## src/rtl/kwdt_pkg.sv

```systemverilog
package kwdt_pkg;
  typedef enum logic [2:0] {
    ST_IDLE = 3'd0,
    ST_PRE  = 3'd1,
    ST_RUN  = 3'd2,
    ST_SVC  = 3'd3,
    ST_TRIP = 3'd4
  } wd_state_e;

  localparam logic [7:0] OFF_ID     = 8'h00;
  localparam logic [7:0] OFF_EMU    = 8'h04;
  localparam logic [7:0] OFF_CNT_LO = 8'h10;
  localparam logic [7:0] OFF_PRD_LO = 8'h18;
  localparam logic [7:0] OFF_TCTL   = 8'h20;
  localparam logic [7:0] OFF_GCTL   = 8'h24;
  localparam logic [7:0] OFF_WCTL   = 8'h28;
  localparam int         WORD_BYTES = 4;

  localparam int EN_BIT   = 14;
  localparam int FLAG_BIT = 15;
  localparam int KEY_LSB  = 16;
  localparam int KEY_W    = 16;
  localparam int MODE_LSB = 6;
  localparam int MODE_W   = 2;
  localparam int GCTL_W   = 4;

  localparam logic [KEY_W-1:0] KEY_FIRST  = 16'hA5C6;
  localparam logic [KEY_W-1:0] KEY_SECOND = 16'hDA7E;
endpackage

```

## src/rtl/kwdt_regs.sv

```systemverilog
module kwdt_regs
  import kwdt_pkg::*;
#(
  parameter int ADDR_W = 8,
  parameter int DATA_W = 32,
  parameter logic [31:0] ID_VALUE = 32'h0001_5A17,
  localparam int CNT_W  = 2 * DATA_W,
  localparam int N_HALF = CNT_W / DATA_W
) (
  input  logic              clk,
  input  logic              rst,
  input  logic              we,
  input  logic [ADDR_W-1:0] addr,
  input  logic [DATA_W-1:0] wdata,
  input  logic              locked,
  input  logic              tripped,
  input  logic [CNT_W-1:0]  cnt,
  output logic [CNT_W-1:0]  prd,
  output logic              cfg_ok,
  output logic [N_HALF-1:0] cnt_wr,
  output logic              key_wr,
  output logic [KEY_W-1:0]  key_val,
  output logic              en_req,
  output logic [DATA_W-1:0] rdata
);
  logic [MODE_W-1:0] mode_q;
  logic [GCTL_W-1:0] gctl_q;
  logic              en_q;
  logic [DATA_W-1:0] rd_next;
  logic              cfg_we;

  assign cfg_we  = we && !locked;
  assign key_wr  = we && (addr == ADDR_W'(OFF_WCTL));
  assign key_val = wdata[KEY_LSB +: KEY_W];
  assign en_req  = wdata[EN_BIT];
  assign cfg_ok  = gctl_q[0] && gctl_q[1] && (mode_q != '0);

  genvar gi;
  generate
    for (gi = 0; gi < N_HALF; gi++) begin : g_cnt_wr
      assign cnt_wr[gi] = cfg_we && (addr == ADDR_W'(OFF_CNT_LO + WORD_BYTES * gi));
    end
  endgenerate

  always_ff @(posedge clk) begin
    if (rst) begin
      prd    <= '0;
      mode_q <= '0;
      gctl_q <= '0;
      en_q   <= 1'b0;
    end else if (cfg_we) begin
      for (int i = 0; i < N_HALF; i++) begin
        if (addr == ADDR_W'(OFF_PRD_LO + WORD_BYTES * i))
          prd[i*DATA_W +: DATA_W] <= wdata;
      end
      if (addr == ADDR_W'(OFF_TCTL)) mode_q <= wdata[MODE_LSB +: MODE_W];
      if (addr == ADDR_W'(OFF_GCTL)) gctl_q <= wdata[GCTL_W-1:0];
      if (addr == ADDR_W'(OFF_WCTL)) en_q   <= wdata[EN_BIT];
    end
  end

  always_comb begin
    rd_next = '0;
    if (addr == ADDR_W'(OFF_ID)) rd_next = DATA_W'(ID_VALUE);
    for (int i = 0; i < N_HALF; i++) begin
      if (addr == ADDR_W'(OFF_CNT_LO + WORD_BYTES * i)) rd_next = cnt[i*DATA_W +: DATA_W];
      if (addr == ADDR_W'(OFF_PRD_LO + WORD_BYTES * i)) rd_next = prd[i*DATA_W +: DATA_W];
    end
    if (addr == ADDR_W'(OFF_TCTL)) rd_next[MODE_LSB +: MODE_W] = mode_q;
    if (addr == ADDR_W'(OFF_GCTL)) rd_next[GCTL_W-1:0] = gctl_q;
    if (addr == ADDR_W'(OFF_WCTL)) begin
      rd_next[EN_BIT]   = en_q;
      rd_next[FLAG_BIT] = tripped;
    end
  end

  always_ff @(posedge clk) begin
    if (rst) rdata <= '0;
    else     rdata <= rd_next;
  end
endmodule

```

## src/rtl/kwdt_keyfsm.sv

```systemverilog
module kwdt_keyfsm
  import kwdt_pkg::*;
(
  input  logic             clk,
  input  logic             rst,
  input  logic             key_wr,
  input  logic [KEY_W-1:0] key_val,
  input  logic             en_req,
  input  logic             hit,
  output wd_state_e        state,
  output logic             locked,
  output logic             run,
  output logic             svc_clr,
  output logic             tripped,
  output logic             reset_req
);
  wd_state_e nxt;
  logic      trip_now;

  always_comb begin
    nxt      = state;
    svc_clr  = 1'b0;
    trip_now = 1'b0;
    case (state)
      ST_IDLE: if (key_wr && key_val == KEY_FIRST && en_req) nxt = ST_PRE;
      ST_PRE: begin
        if (key_wr) begin
          if (key_val == KEY_SECOND) nxt = ST_RUN;
          else trip_now = 1'b1;
        end
      end
      ST_RUN: begin
        if (hit) trip_now = 1'b1;
        else if (key_wr) begin
          if (key_val == KEY_FIRST) nxt = ST_SVC;
          else trip_now = 1'b1;
        end
      end
      ST_SVC: begin
        if (hit) trip_now = 1'b1;
        else if (key_wr) begin
          if (key_val == KEY_SECOND) begin
            nxt     = ST_RUN;
            svc_clr = 1'b1;
          end else trip_now = 1'b1;
        end
      end
      default: nxt = ST_TRIP;
    endcase
    if (trip_now) nxt = ST_TRIP;
  end

  always_ff @(posedge clk) begin
    if (rst) begin
      state     <= ST_IDLE;
      reset_req <= 1'b0;
    end else begin
      state     <= nxt;
      reset_req <= (nxt == ST_TRIP);
    end
  end

  assign locked  = (state != ST_IDLE);
  assign run     = (state == ST_RUN) || (state == ST_SVC);
  assign tripped = (state == ST_TRIP);
endmodule

```

## src/rtl/kwdt_counter.sv

```systemverilog
module kwdt_counter #(
  parameter int DATA_W = 32,
  localparam int CNT_W  = 2 * DATA_W,
  localparam int N_HALF = CNT_W / DATA_W
) (
  input  logic              clk,
  input  logic              rst,
  input  logic [N_HALF-1:0] cnt_wr,
  input  logic [DATA_W-1:0] wdata,
  input  logic              run,
  input  logic              cfg_ok,
  input  logic              svc_clr,
  input  logic [CNT_W-1:0]  prd,
  output logic [CNT_W-1:0]  cnt,
  output logic              hit
);
  assign hit = run && (cnt == prd);

  always_ff @(posedge clk) begin
    if (rst) begin
      cnt <= '0;
    end else if (svc_clr) begin
      cnt <= '0;
    end else if (run && cfg_ok && !hit) begin
      cnt <= cnt + CNT_W'(1);
    end else begin
      for (int i = 0; i < N_HALF; i++) begin
        if (cnt_wr[i]) cnt[i*DATA_W +: DATA_W] <= wdata;
      end
    end
  end
endmodule

```

## src/rtl/kwdt_top.sv

```systemverilog
module kwdt_top
  import kwdt_pkg::*;
#(
  parameter int ADDR_W = 8,
  parameter int DATA_W = 32,
  parameter logic [31:0] ID_VALUE = 32'h0001_5A17,
  localparam int CNT_W  = 2 * DATA_W,
  localparam int N_HALF = CNT_W / DATA_W
) (
  input  logic              clk,
  input  logic              rst,
  input  logic              bus_we,
  input  logic [ADDR_W-1:0] bus_addr,
  input  logic [DATA_W-1:0] bus_wdata,
  output logic [DATA_W-1:0] bus_rdata,
  output logic              reset_req
);
  wd_state_e         st;
  logic              locked, run, svc_clr, tripped, hit, cfg_ok;
  logic              key_wr, en_req;
  logic [KEY_W-1:0]  key_val;
  logic [N_HALF-1:0] cnt_wr;
  logic [CNT_W-1:0]  cnt, prd;

  kwdt_regs #(.ADDR_W(ADDR_W), .DATA_W(DATA_W), .ID_VALUE(ID_VALUE)) u_regs (
    .clk(clk), .rst(rst), .we(bus_we), .addr(bus_addr), .wdata(bus_wdata),
    .locked(locked), .tripped(tripped), .cnt(cnt), .prd(prd), .cfg_ok(cfg_ok),
    .cnt_wr(cnt_wr), .key_wr(key_wr), .key_val(key_val), .en_req(en_req),
    .rdata(bus_rdata)
  );

  kwdt_keyfsm u_fsm (
    .clk(clk), .rst(rst), .key_wr(key_wr), .key_val(key_val), .en_req(en_req),
    .hit(hit), .state(st), .locked(locked), .run(run), .svc_clr(svc_clr),
    .tripped(tripped), .reset_req(reset_req)
  );

  kwdt_counter #(.DATA_W(DATA_W)) u_cnt (
    .clk(clk), .rst(rst), .cnt_wr(cnt_wr), .wdata(bus_wdata), .run(run),
    .cfg_ok(cfg_ok), .svc_clr(svc_clr), .prd(prd), .cnt(cnt), .hit(hit)
  );
endmodule

```

## config.mk

```make
export PLATFORM = sky130hd
export DESIGN_NAME = kwdt_top
export DESIGN_NICKNAME = d
export VERILOG_FILES = /design/src/rtl/kwdt_pkg.sv /design/src/rtl/kwdt_regs.sv /design/src/rtl/kwdt_keyfsm.sv /design/src/rtl/kwdt_counter.sv /design/src/rtl/kwdt_top.sv
export SDC_FILE = /design/constraint.sdc
export NUM_CORES = 1
export LEC_CHECK = 0
export ABC_AREA = 0
export CAP_MARGIN = 25
export CORE_ASPECT_RATIO = 2
export CORE_MARGIN = 1
export CORE_UTILIZATION = 61
export CTS_CLUSTER_DIAMETER = 150
export CTS_CLUSTER_SIZE = 10
export DETAILED_ROUTE_END_ITERATION = 7
export DONT_BUFFER_PORTS = 1
export GPL_ROUTABILITY_DRIVEN = 1
export MAX_ROUTING_LAYER = met4
export PLACE_DENSITY = 0.79
export SLEW_MARGIN = 30
export SYNTH_ARGS = -nofsm -noshare
export SYNTH_HDL_FRONTEND = slang
export SYNTH_SLANG_ARGS = --single-unit
```

## constraint.sdc

```tcl
create_clock -name clk -period 3.2 [get_ports clk]
set_input_delay 0.16 -clock clk [delete_from_list [all_inputs] [get_ports clk]]
set_output_delay 0.16 -clock clk [all_outputs]
set_load 0.03 [all_outputs]
```

==> results of run 1 <==
==> layer usage <==
layer  GRT usage  overflow
met4       0.646         7
met2       0.868         4
met1       0.624         0
met5           -         -
met3       0.279         0
==> through the flow <==
step | hold slack (ns) | std cells
after CTS | 0.000177 | 1508
after detailed placement | 0.241 | 1441
after global placement | 0.237 | 1441
after floorplan | 0.296 | 1268
==> cells by family after synthesis <==
group / count (synthesis) / synth area share
compound gates: 361 / 0.245
buf+inv: 145 / 0.0652
flops: 171 / 0.354
simple gates: 526 / 0.276
fa+ha+maj: 1 / 0.00129
mux: 8 / 0.00841
xor+xnor: 56 / 0.0507
==> repair_timing <==
action	in CTS
endpoints found under the setup margin	0
endpoints found under the hold margin	153
hold buffers	35
==> report_table.html, run 1 <==
<table>
<tr><th>Metric</th><th>Value</th></tr>
<tr><th colspan="2">Synth</th></tr>
<tr><td>FFs w/ async S/R, synth</td><td>0</td></tr>
<tr><td>Number of cells produced by synthesis</td><td>about 1,300</td></tr>
<tr><td>Number of library cell types mapped by synthesis</td><td>75</td></tr>
<tr><td>Total nets after synthesis</td><td>1,312</td></tr>
<tr><td>Number of flops mapped to enable cells by yosys</td><td>0</td></tr>
<tr><td>Fraction of the yosys area taken by sequential cells</td><td>0.354</td></tr>
<tr><td>Area share of the leading cell type in the synthesized netlist</td><td>0.354</td></tr>
<tr><td>Synth warnings</td><td>0</td></tr>
<tr><td>Per-instance average area after synthesis</td><td>7.63 sq um</td></tr>
<tr><td>Leading area contributor after synthesis</td><td>sky130_fd_sc_hd__dfxtp_1</td></tr>
<tr><td>Flip-flop cell with the highest count after synthesis</td><td>sky130_fd_sc_hd__dfxtp_1</td></tr>
<tr><td>Cell with the most instances after synthesis</td><td>sky130_fd_sc_hd__nand2_1</td></tr>
<tr><td>Post-synthesis cell area</td><td>9680 sq um</td></tr>
<tr><td>Cell types with the largest area share after synthesis</td><td>sky130_fd_sc_hd__dfxtp_1 35%, sky130_fd_sc_hd__nand2_1 8.5%, sky130_fd_sc_hd__a21oi_1 6.6%</td></tr>
<tr><td>Most instantiated cells after synthesis</td><td>218 x sky130_fd_sc_hd__nand2_1, 171 x sky130_fd_sc_hd__dfxtp_1, 127 x sky130_fd_sc_hd__a21oi_1</td></tr>
<tr><td>Total of flip-flops plus latches after synthesis</td><td>about 170</td></tr>
<tr><th colspan="2">CTS</th></tr>
<tr><td>Maximum clock insertion buffer count</td><td>2</td></tr>
<tr><td>CTS resizes</td><td>0</td></tr>
<tr><td>Postcts setup bufs</td><td>0</td></tr>
<tr><td>H-tree levels</td><td>4</td></tr>
<tr><td>CTS root buf</td><td>sky130_fd_sc_hd__clkbuf_16</td></tr>
<tr><td>Number of buffers created by CTS</td><td>17</td></tr>
<tr><td>Sink count of the clock tree</td><td>171</td></tr>
<tr><th colspan="2">Die</th></tr>
<tr><td>Die width</td><td>roughly 91 um</td></tr>
<tr><td>Die Y</td><td>180 um</td></tr>
<tr><td>Number of rows created at floorplan</td><td>64</td></tr>
<tr><td>Effective utilization at floorplan</td><td>0.629</td></tr>
<tr><td>Top-level I/O count</td><td>76</td></tr>
<tr><th colspan="2">Run status</th></tr>
<tr><td>Tool error</td><td>[ERROR GRT-0116] Global routing finished with congestion. Check the congestion regions in the DRC Viewer.</td></tr>
<tr><td>Failing step</td><td>5_1_grt</td></tr>
<tr><td>Run status</td><td>did not finish</td></tr>
<tr><th colspan="2">Placement</th></tr>
<tr><td>DPL Wire Length</td><td>31.9 mm</td></tr>
<tr><td>Buffers on Ports</td><td>0</td></tr>
<tr><td>Placed instance area</td><td>slightly above 10,000 sq um</td></tr>
<tr><td>Routability cong.</td><td>approximately 1.2</td></tr>
<tr><td>Post-placement worst setup slack</td><td>0.202 ns</td></tr>
<tr><th colspan="2">Global route</th></tr>
<tr><td>Aggregate global routing overflow</td><td>11</td></tr>
<tr><td>Via count of the first global-routing pass</td><td>11,700</td></tr>
<tr><td>Pin count of the biggest net entering global routing</td><td>between 100 and 150</td></tr>
<tr><td>Wire length of the first global-routing pass</td><td>75.0 mm</td></tr>
<tr><td>Tot GR Track Use</td><td>0.626</td></tr>
</table>
==> run 2, diff against run 1 <==
--- a/config.mk
+++ b/config.mk
@@ -7,16 +7,12 @@
 export LEC_CHECK = 0
 export ABC_AREA = 0
 export CAP_MARGIN = 25
-export CORE_ASPECT_RATIO = 2
 export CORE_MARGIN = 1
-export CORE_UTILIZATION = 61
-export CTS_CLUSTER_DIAMETER = 150
-export CTS_CLUSTER_SIZE = 10
+export CORE_UTILIZATION = 40
 export DETAILED_ROUTE_END_ITERATION = 7
 export DONT_BUFFER_PORTS = 1
 export GPL_ROUTABILITY_DRIVEN = 1
-export MAX_ROUTING_LAYER = met4
-export PLACE_DENSITY = 0.79
+export PLACE_DENSITY_LB_ADDON = 0.15
 export SLEW_MARGIN = 30
 export SYNTH_ARGS = -nofsm -noshare
 export SYNTH_HDL_FRONTEND = slang
==> report_table.html, run 2 <==
<table>
<tr><th>Metric</th><th>Value</th></tr>
<tr><th colspan="2">Run status</th></tr>
<tr><td>Run status</td><td>finished, final reports clean (was did not finish)</td></tr>
<tr><th colspan="2">Routing</th></tr>
<tr><td>Average wire per standard cell</td><td>27.5 um</td></tr>
<tr><td>Number of violations reported at the end of detailed-routing iteration 0</td><td>around 1,600</td></tr>
<tr><td>Overall via count from detail_route</td><td>10,800</td></tr>
<tr><td>DRT Wirelength</td><td>~45 mm</td></tr>
<tr><td>Remaining antenna violation count</td><td>0</td></tr>
<tr><td>Detailed-routing iteration count for the pre-antenna-repair pass</td><td>5</td></tr>
<tr><td>DRC violation count after routing</td><td>0</td></tr>
<tr><td>Avg Vias per Cell</td><td>~6.6</td></tr>
<tr><th colspan="2">Die</th></tr>
<tr><td>Area of the die</td><td>24,800 sq um</td></tr>
<tr><td>Die width</td><td>158 um (was 91.1 um)</td></tr>
<tr><td>Core footprint</td><td>23,600 sq um</td></tr>
<tr><td>Number of rows created at floorplan</td><td>56 (was 64)</td></tr>
<tr><td>Top-level I/O count</td><td>76 (unchanged)</td></tr>
<tr><td>Die Y</td><td>158 um (was 180 um)</td></tr>
<tr><td>Effective utilization at floorplan</td><td>0.410 (was 0.629)</td></tr>
<tr><th colspan="2">Synth</th></tr>
<tr><td>Most instantiated cells after synthesis</td><td>218 x sky130_fd_sc_hd__nand2_1, 171 x sky130_fd_sc_hd__dfxtp_1, 127 x sky130_fd_sc_hd__a21oi_1 (unchanged)</td></tr>
<tr><td>Number of cells produced by synthesis</td><td>1,268 (unchanged)</td></tr>
<tr><td>Flip-flop cell with the highest count after synthesis</td><td>sky130_fd_sc_hd__dfxtp_1 (unchanged)</td></tr>
<tr><td>FFs w/ async S/R, synth</td><td>0 (unchanged)</td></tr>
<tr><td>Per-instance average area after synthesis</td><td>7.63 sq um (unchanged)</td></tr>
<tr><td>Post-synthesis cell area</td><td>9680 sq um (unchanged)</td></tr>
<tr><td>Number of library cell types mapped by synthesis</td><td>75 (unchanged)</td></tr>
<tr><td>Area share of the leading cell type in the synthesized netlist</td><td>0.354 (unchanged)</td></tr>
<tr><td>Leading area contributor after synthesis</td><td>sky130_fd_sc_hd__dfxtp_1 (unchanged)</td></tr>
<tr><td>Number of flops mapped to enable cells by yosys</td><td>0 (unchanged)</td></tr>
<tr><td>Cell with the most instances after synthesis</td><td>sky130_fd_sc_hd__nand2_1 (unchanged)</td></tr>
<tr><td>Total nets after synthesis</td><td>1,312 (unchanged)</td></tr>
<tr><td>Cell types with the largest area share after synthesis</td><td>sky130_fd_sc_hd__dfxtp_1 35%, sky130_fd_sc_hd__nand2_1 8.5%, sky130_fd_sc_hd__a21oi_1 6.6% (unchanged)</td></tr>
<tr><td>Fraction of the yosys area taken by sequential cells</td><td>0.354 (unchanged)</td></tr>
<tr><td>Synth warnings</td><td>0 (unchanged)</td></tr>
<tr><td>Total of flip-flops plus latches after synthesis</td><td>171 (unchanged)</td></tr>
<tr><th colspan="2">STA</th></tr>
<tr><td>Setup repair after global routing missed its margin</td><td>false</td></tr>
<tr><td>Maximum clock skew at final layout</td><td>0.0175 ns</td></tr>
<tr><td>Final sum of negative setup slack</td><td>0 ns</td></tr>
<tr><td>Slew at the pin with the worst max-slew slack</td><td>approximately 0.95 ns</td></tr>
<tr><td>Setup-violating endpoint count in the final report</td><td>0</td></tr>
<tr><td>Shortest period the worst path allows</td><td>2.88 ns</td></tr>
<tr><td>Hold Slack</td><td>0.0125 ns</td></tr>
<tr><td>Final max-slew violation count</td><td>0</td></tr>
<tr><td>Endpoints failing hold</td><td>0</td></tr>
<tr><td>Final cycle utilization of the critical path</td><td>0.901</td></tr>
<tr><td>Worst relative slew slack</td><td>0.367</td></tr>
<tr><td>Peak clock frequency supported by timing</td><td>347 MHz</td></tr>
<tr><th colspan="2">Layout</th></tr>
<tr><td>Fill cell count</td><td>2,364</td></tr>
<tr><td>Post-route cell area</td><td>roughly 11,000 sq um</td></tr>
<tr><td>Most common cell after layout, fill and taps aside</td><td>sky130_fd_sc_hd__nand2_1</td></tr>
<tr><td>Final net count</td><td>between 1,000 and 1,500</td></tr>
<tr><td>Layout area overhead</td><td>17.9%</td></tr>
<tr><td>Final Util</td><td>0.483</td></tr>
<tr><td>Total area of sequential cells</td><td>3420 sq um</td></tr>
<tr><td>Largest registers</td><td>u_cnt.cnt: 64 flops, u_regs.prd: 64 flops, u_regs.rdata: 32 flops</td></tr>
<tr><td>Commonest non-fill, non-tap cells in the layout</td><td>218 x sky130_fd_sc_hd__nand2_1, 171 x sky130_fd_sc_hd__dfxtp_1, 126 x sky130_fd_sc_hd__a21oi_1, 98 x sky130_fd_sc_hd__buf_4, 60 x sky130_fd_sc_hd__nand3_1</td></tr>
<tr><td>Fraction of final layout cells with drive strength greater than 1</td><td>0.120</td></tr>
<tr><td>Multi-input logic area</td><td>5690 sq um</td></tr>
<tr><th colspan="2">CTS</th></tr>
<tr><td>Sink count of the clock tree</td><td>171 (unchanged)</td></tr>
<tr><td>Maximum clock insertion buffer count</td><td>2 (unchanged)</td></tr>
<tr><td>H-tree levels</td><td>4 (unchanged)</td></tr>
<tr><td>Postcts setup bufs</td><td>0 (unchanged)</td></tr>
<tr><td>Insertion delay of the later-clocked pin in the worst-skew pair</td><td>0.45 ns</td></tr>
<tr><td>TritonCTS clock tree</td><td>done</td></tr>
<tr><td>CTS clock-pin slew for the worst setup and hold paths</td><td>0.08 ns</td></tr>
<tr><td>CTS root buf</td><td>sky130_fd_sc_hd__clkbuf_16 (unchanged)</td></tr>
<tr><td>Number of buffers created by CTS</td><td>17 (unchanged)</td></tr>
<tr><th colspan="2">Power and ir drop</th></tr>
<tr><td>Pwr/cell area</td><td>392 nW/um^2</td></tr>
<tr><td>Logic pwr share</td><td>0.041</td></tr>
<tr><td>Fraction of power spent switching nets</td><td>0.272</td></tr>
<tr><td>Maximum vdd ir drop</td><td>0.282 mV</td></tr>
<tr><td>Portion of total power attributed to sequential cells</td><td>0.477</td></tr>
<tr><td>Share of total power in the clock network</td><td>0.482</td></tr>
<tr><td>Leakage dissipation</td><td>3.78 nW</td></tr>
<tr><td>Post-route total power</td><td>4.47 mW</td></tr>
<tr><td>Internal power</td><td>~3.3 mW</td></tr>
<tr><td>Switching power of the nets</td><td>around 1.2 mW</td></tr>
<tr><th colspan="2">Placement</th></tr>
<tr><td>DPL Wire Length</td><td>32.2 mm (was 31.9 mm)</td></tr>
<tr><td>Buffers on Ports</td><td>0 (unchanged)</td></tr>
<tr><td>Placed instance area</td><td>10,400 sq um (was 10,200 sq um)</td></tr>
<tr><td>Routability cong.</td><td>1.03 (was 1.15)</td></tr>
<tr><th colspan="2">Worst setup path</th></tr>
<tr><td>Data required time of the critical path</td><td>3.57 ns</td></tr>
<tr><td>Critical path startpoint category</td><td>register</td></tr>
<tr><td>R2R depth</td><td>8</td></tr>
<tr><td>Worst EP arrival</td><td>3.25 ns</td></tr>
<tr><td>Maximum net fanout on the critical path</td><td>18</td></tr>
<tr><td>Setup crit end kind</td><td>register</td></tr>
<tr><td>Type of the setup path with the least slack</td><td>register to register</td></tr>
<tr><th colspan="2">Global route</th></tr>
<tr><td>Via count of the first global-routing pass</td><td>9,911</td></tr>
<tr><td>Wire length of the first global-routing pass</td><td>66.1 mm</td></tr>
<tr><td>Tot GR Track Use</td><td>0.371</td></tr>
<tr><td>Number of antenna violations at the first check in global routing</td><td>2</td></tr>
<tr><td>Pin count of the biggest net entering global routing</td><td>107</td></tr>
<tr><td>Aggregate global routing overflow</td><td>0</td></tr>
<tr><th colspan="2">Run</th></tr>
<tr><td>Max Cap Viol</td><td>0</td></tr>
<tr><th colspan="2">Hold path</th></tr>
<tr><td>Worst min-delay path class</td><td>primary input to register</td></tr>
<tr><td>Cell depth of the worst min-delay path</td><td>4</td></tr>
</table>
run 2: final timing paths:
path | startpoint | endpoint | slack [ns]
setup reg to reg | u_cnt.cnt[25] | u_cnt.cnt[34] | 0.32
setup / recovery | u_cnt.cnt[25] | u_cnt.cnt[34] | 0.32
hold / removal | bus_wdata[1] | u_cnt.cnt[33] | 0.01
hold reg to reg | u_regs.en_q | u_regs.en_q | 0.47
run 2: cell type report:
type	instances	share of cell area
Clock inverter	15	0.0151
Tap cell	319	0.0350
Clock buffer	17	0.0373
Multi-Input combinational cell	952	0.499
Sequential cell	171	0.300
Inverter	32	0.0105
Timing Repair Buffer	137	0.103
Antenna cell	1	0.000219
run 2: per-stage QoR:
step | cells | setup WS, ns
after floorplan | 1268 | 0.626
after global placement | 1575 | 0.414
after detailed placement | 1575 | 0.376
after CTS | 1643 | 0.351
after global routing | 1643 | 0.205
final | 1644 | 0.317
run 2: power groups by stage:
stage / Sequential, mW / Combinational (mW) / Clock [mW]
3_5_place_dp: 2.18 / 0.0833 / 0
6_report: 2.13 / 0.182 / 2.15
3_3_place_gp: 2.18 / 0.0836 / 0
2_1_floorplan: 2.18 / 0.0657 / 0
5_1_grt: 2.13 / 0.188 / 2.25
4_1_cts: 2.13 / 0.176 / 2.16
run 2: critical path, cell delays in order, from the launching register on:
cell                      delay, ns
sky130_fd_sc_hd__dfxtp_1       0.44
sky130_fd_sc_hd__xor2_1        0.17
sky130_fd_sc_hd__or4_1         0.54
sky130_fd_sc_hd__or4_4         0.44
sky130_fd_sc_hd__nor3_4        0.31
sky130_fd_sc_hd__and2_2        0.26
sky130_fd_sc_hd__buf_12        0.17
sky130_fd_sc_hd__mux2_2        0.34
sky130_fd_sc_hd__a31oi_1       0.12
run 2: metal layers:
layer	up-vias	GRT usage	part of all wire
met5	-	0	0
met4	0	0.147	0.038
met3	114	0.0936	0.12
met2	744	0.528	0.41
met1	5154	0.528	0.43
li1	4773	-	-
run 2: cell families after synthesis:
| group | share of synthesized area |
|---|---|
| compound gates | 0.245 |
| xor+xnor | 0.0507 |
| fa+ha+maj | 0.00129 |
| buf+inv | 0.0652 |
| flops | 0.354 |
| mux | 0.00841 |
| simple gates | 0.276 |
run 2: what timing repair did:
item | 4_1_cts | 5_1_grt
hold endpoints to repair | 160 | 0
resized for setup | 0 | 0
hold buffers | 36 | 0
(Power assumes the default switching activity.)
